==> config.mk <==
export PLATFORM = sky130hd
export DESIGN_NAME = cmpstep_unit
export DESIGN_NICKNAME = d
export VERILOG_FILES = /design/src/rtl/cmpstep_pkg.sv /design/src/rtl/cmpstep_seq.sv /design/src/rtl/cmpstep_regs.sv /design/src/rtl/cmpstep_unit.sv
export SDC_FILE = /design/constraint.sdc
export NUM_CORES = 1
export LEC_CHECK = 0
export ABC_AREA = 1
export ABC_CLOCK_PERIOD_IN_PS = 3340
export CAP_MARGIN = 10
export CELL_PAD_IN_SITES_DETAIL_PLACEMENT = 0
export CELL_PAD_IN_SITES_GLOBAL_PLACEMENT = 1
export CORE_MARGIN = 2
export CORE_UTILIZATION = 32
export CTS_CLUSTER_SIZE = 20
export DETAILED_ROUTE_END_ITERATION = 12
export HOLD_SLACK_MARGIN = 0.06
export PLACE_DENSITY = 0.9
export SLEW_MARGIN = 25
export SYNTH_ARGS = -nofsm -noshare
export SYNTH_HDL_FRONTEND = slang
export SYNTH_HIERARCHICAL = 1
export SYNTH_SLANG_ARGS = --single-unit
==> constraint.sdc <==
create_clock -name clk -period 3.34 [get_ports clk]
set_clock_uncertainty 0.15 [all_clocks]
set_input_delay 0.668 -clock clk [delete_from_list [all_inputs] [get_ports clk]]
set_output_delay 0.668 -clock clk [all_outputs]
set_load 0.02 [all_outputs]
==> src/rtl/cmpstep_pkg.sv <==
package cmpstep_pkg;
  localparam int PTR_W  = 16;
  localparam int CNT_W  = 16;
  localparam int DATA_W = 8;

  typedef enum logic [1:0] {
    ST_IDLE = 2'd0,
    ST_READ = 2'd1,
    ST_UPD  = 2'd2
  } step_state_t;

  function automatic logic [PTR_W-1:0] next_ptr(input logic [PTR_W-1:0] p);
    return p + PTR_W'(1);
  endfunction

  function automatic logic [CNT_W-1:0] next_cnt(input logic [CNT_W-1:0] c);
    return c - CNT_W'(1);
  endfunction

  function automatic logic bytes_equal(input logic [DATA_W-1:0] a,
                                       input logic [DATA_W-1:0] b);
    return a == b;
  endfunction
endpackage

==> src/rtl/cmpstep_seq.sv <==
module cmpstep_seq
  import cmpstep_pkg::*;
(
  input  logic clk,
  input  logic rst_n,
  input  logic start,
  output logic step_go,
  output logic rd_phase,
  output logic upd_phase
);
  step_state_t state_q, state_d;

  assign step_go   = (state_q == ST_IDLE) && start;
  assign rd_phase  = (state_q == ST_READ);
  assign upd_phase = (state_q == ST_UPD);

  always_comb begin
    state_d = state_q;
    case (state_q)
      ST_IDLE: if (start) state_d = ST_READ;
      ST_READ: state_d = ST_UPD;
      ST_UPD:  state_d = ST_IDLE;
      default: state_d = ST_IDLE;
    endcase
  end

  always_ff @(posedge clk) begin
    if (!rst_n) state_q <= ST_IDLE;
    else        state_q <= state_d;
  end
endmodule

==> src/rtl/cmpstep_regs.sv <==
module cmpstep_regs
  import cmpstep_pkg::*;
(
  input  logic              clk,
  input  logic              rst_n,
  input  logic              ld_fire,
  input  logic [PTR_W-1:0]  ptr_in,
  input  logic [CNT_W-1:0]  cnt_in,
  input  logic              step_go,
  input  logic [DATA_W-1:0] acc_in,
  input  logic              upd_fire,
  input  logic [DATA_W-1:0] mem_rdata,
  output logic [PTR_W-1:0]  ptr_q,
  output logic [CNT_W-1:0]  cnt_q,
  output logic              eq_q,
  output logic              nz_q
);
  logic [DATA_W-1:0] acc_hold;
  logic [CNT_W-1:0]  cnt_dec;

  assign cnt_dec = next_cnt(cnt_q);

  always_ff @(posedge clk) begin
    if (!rst_n) begin
      acc_hold <= '0;
    end else if (step_go) begin
      acc_hold <= acc_in;
    end
  end

  always_ff @(posedge clk) begin
    if (!rst_n) begin
      ptr_q <= '0;
      cnt_q <= '0;
      eq_q  <= 1'b0;
      nz_q  <= 1'b0;
    end else if (upd_fire) begin
      ptr_q <= next_ptr(ptr_q);
      cnt_q <= cnt_dec;
      eq_q  <= bytes_equal(acc_hold, mem_rdata);
      nz_q  <= (cnt_dec != '0);
    end else if (ld_fire) begin
      ptr_q <= ptr_in;
      cnt_q <= cnt_in;
    end
  end
endmodule

==> src/rtl/cmpstep_unit.sv <==
module cmpstep_unit
  import cmpstep_pkg::*;
(
  input  logic              clk,
  input  logic              rst_n,
  input  logic              load,
  input  logic [PTR_W-1:0]  ptr_in,
  input  logic [CNT_W-1:0]  cnt_in,
  input  logic              start,
  input  logic [DATA_W-1:0] acc_in,
  output logic              mem_rd_en,
  output logic [PTR_W-1:0]  mem_addr,
  input  logic [DATA_W-1:0] mem_rdata,
  output logic              busy,
  output logic              step_done,
  output logic [PTR_W-1:0]  ptr_q,
  output logic [CNT_W-1:0]  cnt_q,
  output logic              eq_flag,
  output logic              nz_flag
);
  logic step_go, rd_phase, upd_phase, ld_fire;

  cmpstep_seq u_seq (
    .clk       (clk),
    .rst_n     (rst_n),
    .start     (start),
    .step_go   (step_go),
    .rd_phase  (rd_phase),
    .upd_phase (upd_phase)
  );

  assign busy    = rd_phase | upd_phase;
  assign ld_fire = load & ~busy & ~start;

  cmpstep_regs u_regs (
    .clk       (clk),
    .rst_n     (rst_n),
    .ld_fire   (ld_fire),
    .ptr_in    (ptr_in),
    .cnt_in    (cnt_in),
    .step_go   (step_go),
    .acc_in    (acc_in),
    .upd_fire  (upd_phase),
    .mem_rdata (mem_rdata),
    .ptr_q     (ptr_q),
    .cnt_q     (cnt_q),
    .eq_q      (eq_flag),
    .nz_q      (nz_flag)
  );

  assign mem_rd_en = rd_phase;
  assign mem_addr  = ptr_q;
  assign step_done = upd_phase;
endmodule

# Yosys cells after proc, flatten, opt, wreduce, memory -nomap -nowiden

Cells that the tools add are included.

$add $sub $neg: 2
Bitwise gates (word level): 5
Eq/ne operators: 4
Multiplexer cells: 6
Reductions and logical operators: 4

Operators with widths:

| kind                  | number |
|---|---|
| $mux 16               | 4 |
| $add 16x1->16 const B | 1 |
| $reduce_bool 16->1    | 1 |
| $sub 16x1->16 const B | 1 |
| $eq 8x8->1            | 1 |
| $pmux 2 s2            | 1 |
| $and 1x1->1           | 2 |
| $eq 2x1->1 const B    | 1 |
| $eq 2x2->1 const B    | 1 |
| $logic_not 2->1       | 1 |
| $mux 2                | 1 |
| $ne 2x2->1 const B    | 1 |
| $not 1->1             | 2 |
| $reduce_bool 2->1     | 1 |
| $logic_and 1x1->1     | 1 |
| $or 1x1->1            | 1 |

Flip-flop bits (word level): 44
Output and inout port bits: 53
Input bits: 52
Logic and storage cells: 27

# Logic depth before layout (Yosys ltp)

Depth after elaboration: 7
Gate-level depth with buffers: 14
Mapped depth without buffers: 14

# Hierarchy

Netlist, hierarchy kept.

Modules (own cells, without submodules):

| module       | area an instance (µm²) | instances | cells an instance |
|---|---|---|---|
| cmpstep_regs | 2,483.6                | 1         | 386 |
| cmpstep_unit | 147.6                  | 1         | 22 |
| cmpstep_seq  | 86.3                   | 1         | 12 |

# Worst setup path after synthesis

OpenSTA, ideal clock, no wires.

Path kind: flip-flop to flip-flop
Start point: reg u_seq.state_q[1]
End point: reg u_regs.ptr_q[0]
Data arrival time: 1,716 ps
Required time: 3,071 ps
Setup slack: 1,356 ps
Cell stages (with the launch flop): 10
Setup time: 119 ps
Period minus slack after synthesis: 1,984 ps
Buffers on the path: 1
Path through: dfxtp_1 > inv_1 > nor2_1 > inv_1 > nand2_2 > nor2_2 > nor2_2 > inv_1 > buf_2 > o221a_2

Word-level cells in the longest chain between the ends: 6
Elaborated cells on any way between the ends: 8

RTL lines:

| item                               | RTL line           | text |
|---|---|---|
| from (decl)                        | cmpstep_seq.sv:11  | `step_state_t state_q, state_d;` |
| from (signal assigned)             | cmpstep_seq.sv:29  | `else state_q <= state_d;` |
| $eq 2x2->1                         | cmpstep_seq.sv:15  | `assign upd_phase = (state_q == ST_UPD);` |
| via step_done                      | cmpstep_unit.sv:15 | `output logic step_done,` |
| $or 1x1->1                         | cmpstep_unit.sv:32 | `assign busy = rd_phase \| upd_phase;` |
| via busy                           | cmpstep_unit.sv:14 | `output logic busy,` |
| $not 1->1                          | cmpstep_unit.sv:33 | `assign ld_fire = load & ~busy & ~start;` |
| $and 1x1->1 (2 in a row)           | cmpstep_unit.sv:33 |  |
| via ld_fire                        | cmpstep_unit.sv:21 | `logic step_go, rd_phase, upd_phase, ld_fire;` |
| $reduce_bool 2->1 (no source line) | -                  |  |
| to (signal assigned)               | cmpstep_regs.sv:38 | `ptr_q <= next_ptr(ptr_q);` |
| to (signal assigned)               | cmpstep_regs.sv:43 | `ptr_q <= ptr_in;` |
| to (decl)                          | cmpstep_regs.sv:13 | `output logic [PTR_W-1:0] ptr_q,` |

The timed path passes the listed nets, and every way through them passes these cells.
A chain may end at the register's enable or synchronous reset.

# Worst setup path in the final report

Start point: in start
End point: reg u_regs.ptr_q[10]

Word-level cells in the longest chain between the ends: 3

RTL lines:

| item                               | RTL line           | text |
|---|---|---|
| from (decl)                        | cmpstep_unit.sv:9  | `input logic start,` |
| $not 1->1                          | cmpstep_unit.sv:33 |  |
| $and 1x1->1                        | cmpstep_unit.sv:33 |  |
| via ld_fire                        | cmpstep_unit.sv:21 |  |
| $reduce_bool 2->1 (no source line) | -                  |  |

The timed path passes the listed nets, and every way through them passes these cells.

==> metrics <==
WL per Instance=12.58 µm; Inserted Diodes=0; Synth Area per Inst=6.470 µm²; Max-slew headroom=0.5790; final hold vios=0; final worst path period need=2.639 ns; GRT Util Overall=0.1700; antenna-violating nets left=0; first-pass GRT wire length=12,340 µm; clk slew on worst S/H paths=0.08 ns; EDFF count, synth=0; most frequent cells in the layout=104 x clkdlybuf4s50_1, 91 x nand2_1, 61 x nor2_1; RD Place Congestion=0.8728; Slew @ Worst Pin=0.6308 ns; Residual DRC=0; Top FF cell, synth=dfxtp_1; Die ar.=9246 µm²; Mapped Area=2718 µm²; htree depth=2; Final TNS setup=0 ns; CTS buffer count=5; Clock Path Buffers=2; IO Count=105; syn_nets=475; final worst path period share=0.7903; drt pass-1 iters=4; Syn-to-layout area delta=41.34%; Async S/R FF share, synth=0; Mapped Cells=420; # clock sinks=44; FMAX=378.9 MHz; starting density of the core=0.3307; top post-synthesis cells by area=dfxtp_1 32%, nand2_1 13%, nor2_1 8.7%; core utilization of the finished layout=0.4675; most common cell after layout, fill and taps aside=clkdlybuf4s50_1; # port buffers=104; hold buffer count at CTS=0; worst hold path class=flop to flop; most area-hungry cell type in the Yosys netlist=dfxtp_1; Via Count=2,890; endpoints failing setup=0; Max FO, Critical Path=17; crit path launch type=input port; share of the synthesized area in the top cell type=0.3241; core area=8217 µm²; Via density=4.722; Starting DRT DRC Count=144; post-synthesis cell type count=38; CTS tree=done; Crit Path Category=input port to flop; Worst VDD drop=0.0001612 V; Final #Nets=561; final-layout fill cell count=840; initial antenna violation count=0; grt ovf=0; fin. max-slew vios=0; largest net degree at the start of global routing=33; post-CTS sizing=0; chip width=96.16 µm; # Post-CTS Setup Buffers=0; vias in the first global route=2,733; max_cap viols=0; final wirelength=7700 µm; register area share after synthesis=0.3241; Setup crit end kind=flop; DP HPWL=5772 µm; synth warn=6; WP data arrival=2.72 ns; Lkg Pwr=1.553 nW; CTS root buffer=clkbuf_8; Pwr per Cell Area=367.6 nW/µm²; unrepaired setup endpoints after global routing=no; status=completed; register bit total from synthesis=44; DIE HEIGHT=96.16 µm; Core Rows=33; worst skew pair latency=0.30 ns; layout cells sized above 1=0.06903; WP data required=3.42 ns
[flip-flops by register name, summed over array words and instances, names as in the netlist]
| register | count |
|---|---|
| u_regs/ptr_q | 16 |
| u_regs/acc_hold | 8 |
| u_regs/cnt_q | 16 |
| u_seq/state_q | 2 |
| u_regs/eq_q | 1 |
| u_regs/nz_q | 1 |
[cell usage after synthesis, types with 2 or more instances]
| cell | count |
|---|---|
| a211oi_1 | 2 |
| a21oi_1 | 21 |
| a221oi_1 | 6 |
| a31oi_1 | 9 |
| buf_2 | 6 |
| buf_4 | 17 |
| clkbuf_1 | 6 |
| dfxtp_1 | 44 |
| ha_1 | 3 |
| inv_1 | 54 |
| nand2_1 | 91 |
| nand2_2 | 4 |
| nand3_1 | 19 |
| nand4_1 | 5 |
| nor2_1 | 63 |
| nor2_2 | 6 |
| nor3_1 | 4 |
| o21a_1 | 2 |
| o21ai_0 | 30 |
| o22ai_1 | 2 |
| xnor2_1 | 4 |
| xor2_1 | 6 |
[path summary, 6_finish.rpt]
path	start	end	slack, ns	depth (start not counted)
worst max-delay path	start	u_regs/ptr_q[10]	0.70	9
worst min-delay path	u_regs/acc_hold[4]	u_regs/acc_hold[4]	0.33	2
worst max register to register	u_seq/state_q[0]	u_regs/ptr_q[10]	0.94	10
worst min register to register	u_regs/acc_hold[4]	u_regs/acc_hold[4]	0.33	2
[per-stage QoR]
stage | power [mW] | worst slack, ns | cells | instance area, µm² | hold slack, ns
floorplan | 0.8919 | 1.356 | 420 | 2718 | 0.2958
global placement | 1.070 | 0.4648 | 604 | 3749 | 0.3112
detailed placement | 1.073 | 0.3811 | 604 | 3749 | 0.3200
CTS | 1.427 | 0.7002 | 612 | 3841 | 0.3330
global route | 1.501 | 0.4369 | 612 | 3841 | 0.3494
finish | 1.412 | 0.7005 | 612 | 3841 | 0.3346
[layer usage]
metal,vias up,wire [µm],GRT usage
met5,-,0,0
met4,0,101,0.05119
met3,9,613,0.03759
met2,97,3540,0.2876
met1,1277,3444,0.2148
li1,1507,-,-
[power by group]
group,internal [mW],switching (mW)
Sequential,0.559,0.0384
Clock,0.165,0.186
Combinational,0.210,0.254
[worst max-delay path, stage by stage]
cell and delay, ns:
clkdlybuf4s50_1 0.48, inv_1 0.04, nand2_1 0.06, nor2_2 0.06
nor2_2 0.48, inv_1 0.46, o21ai_0 0.27, inv_1 0.06
a21oi_1 0.14
[cell type report]
class                   instances  area (µm²)  area share
clock buffers                   6       82.58     0.02150
clock inverters                 2       10.01    0.002606
inverters                      55       206.4     0.05375
multi-input cells             291        1451      0.3779
flip-flops and latches         44       880.8      0.2293
well taps                     105       131.4     0.03420
repair buffers                109        1079      0.2808
[cells by family after synthesis]
kind of cell	Yosys count	share of synthesized area
flip-flops	44	0.3241
XOR/XNOR	10	0.03223
AND/OR/NAND/NOR	198	0.3117
AO/OA/AOI/OAI	80	0.1745
adder cells (fa/ha/maj)	3	0.01381
buffers and inverters	85	0.1436
Note: power is estimated with default switching activity, not from simulation.
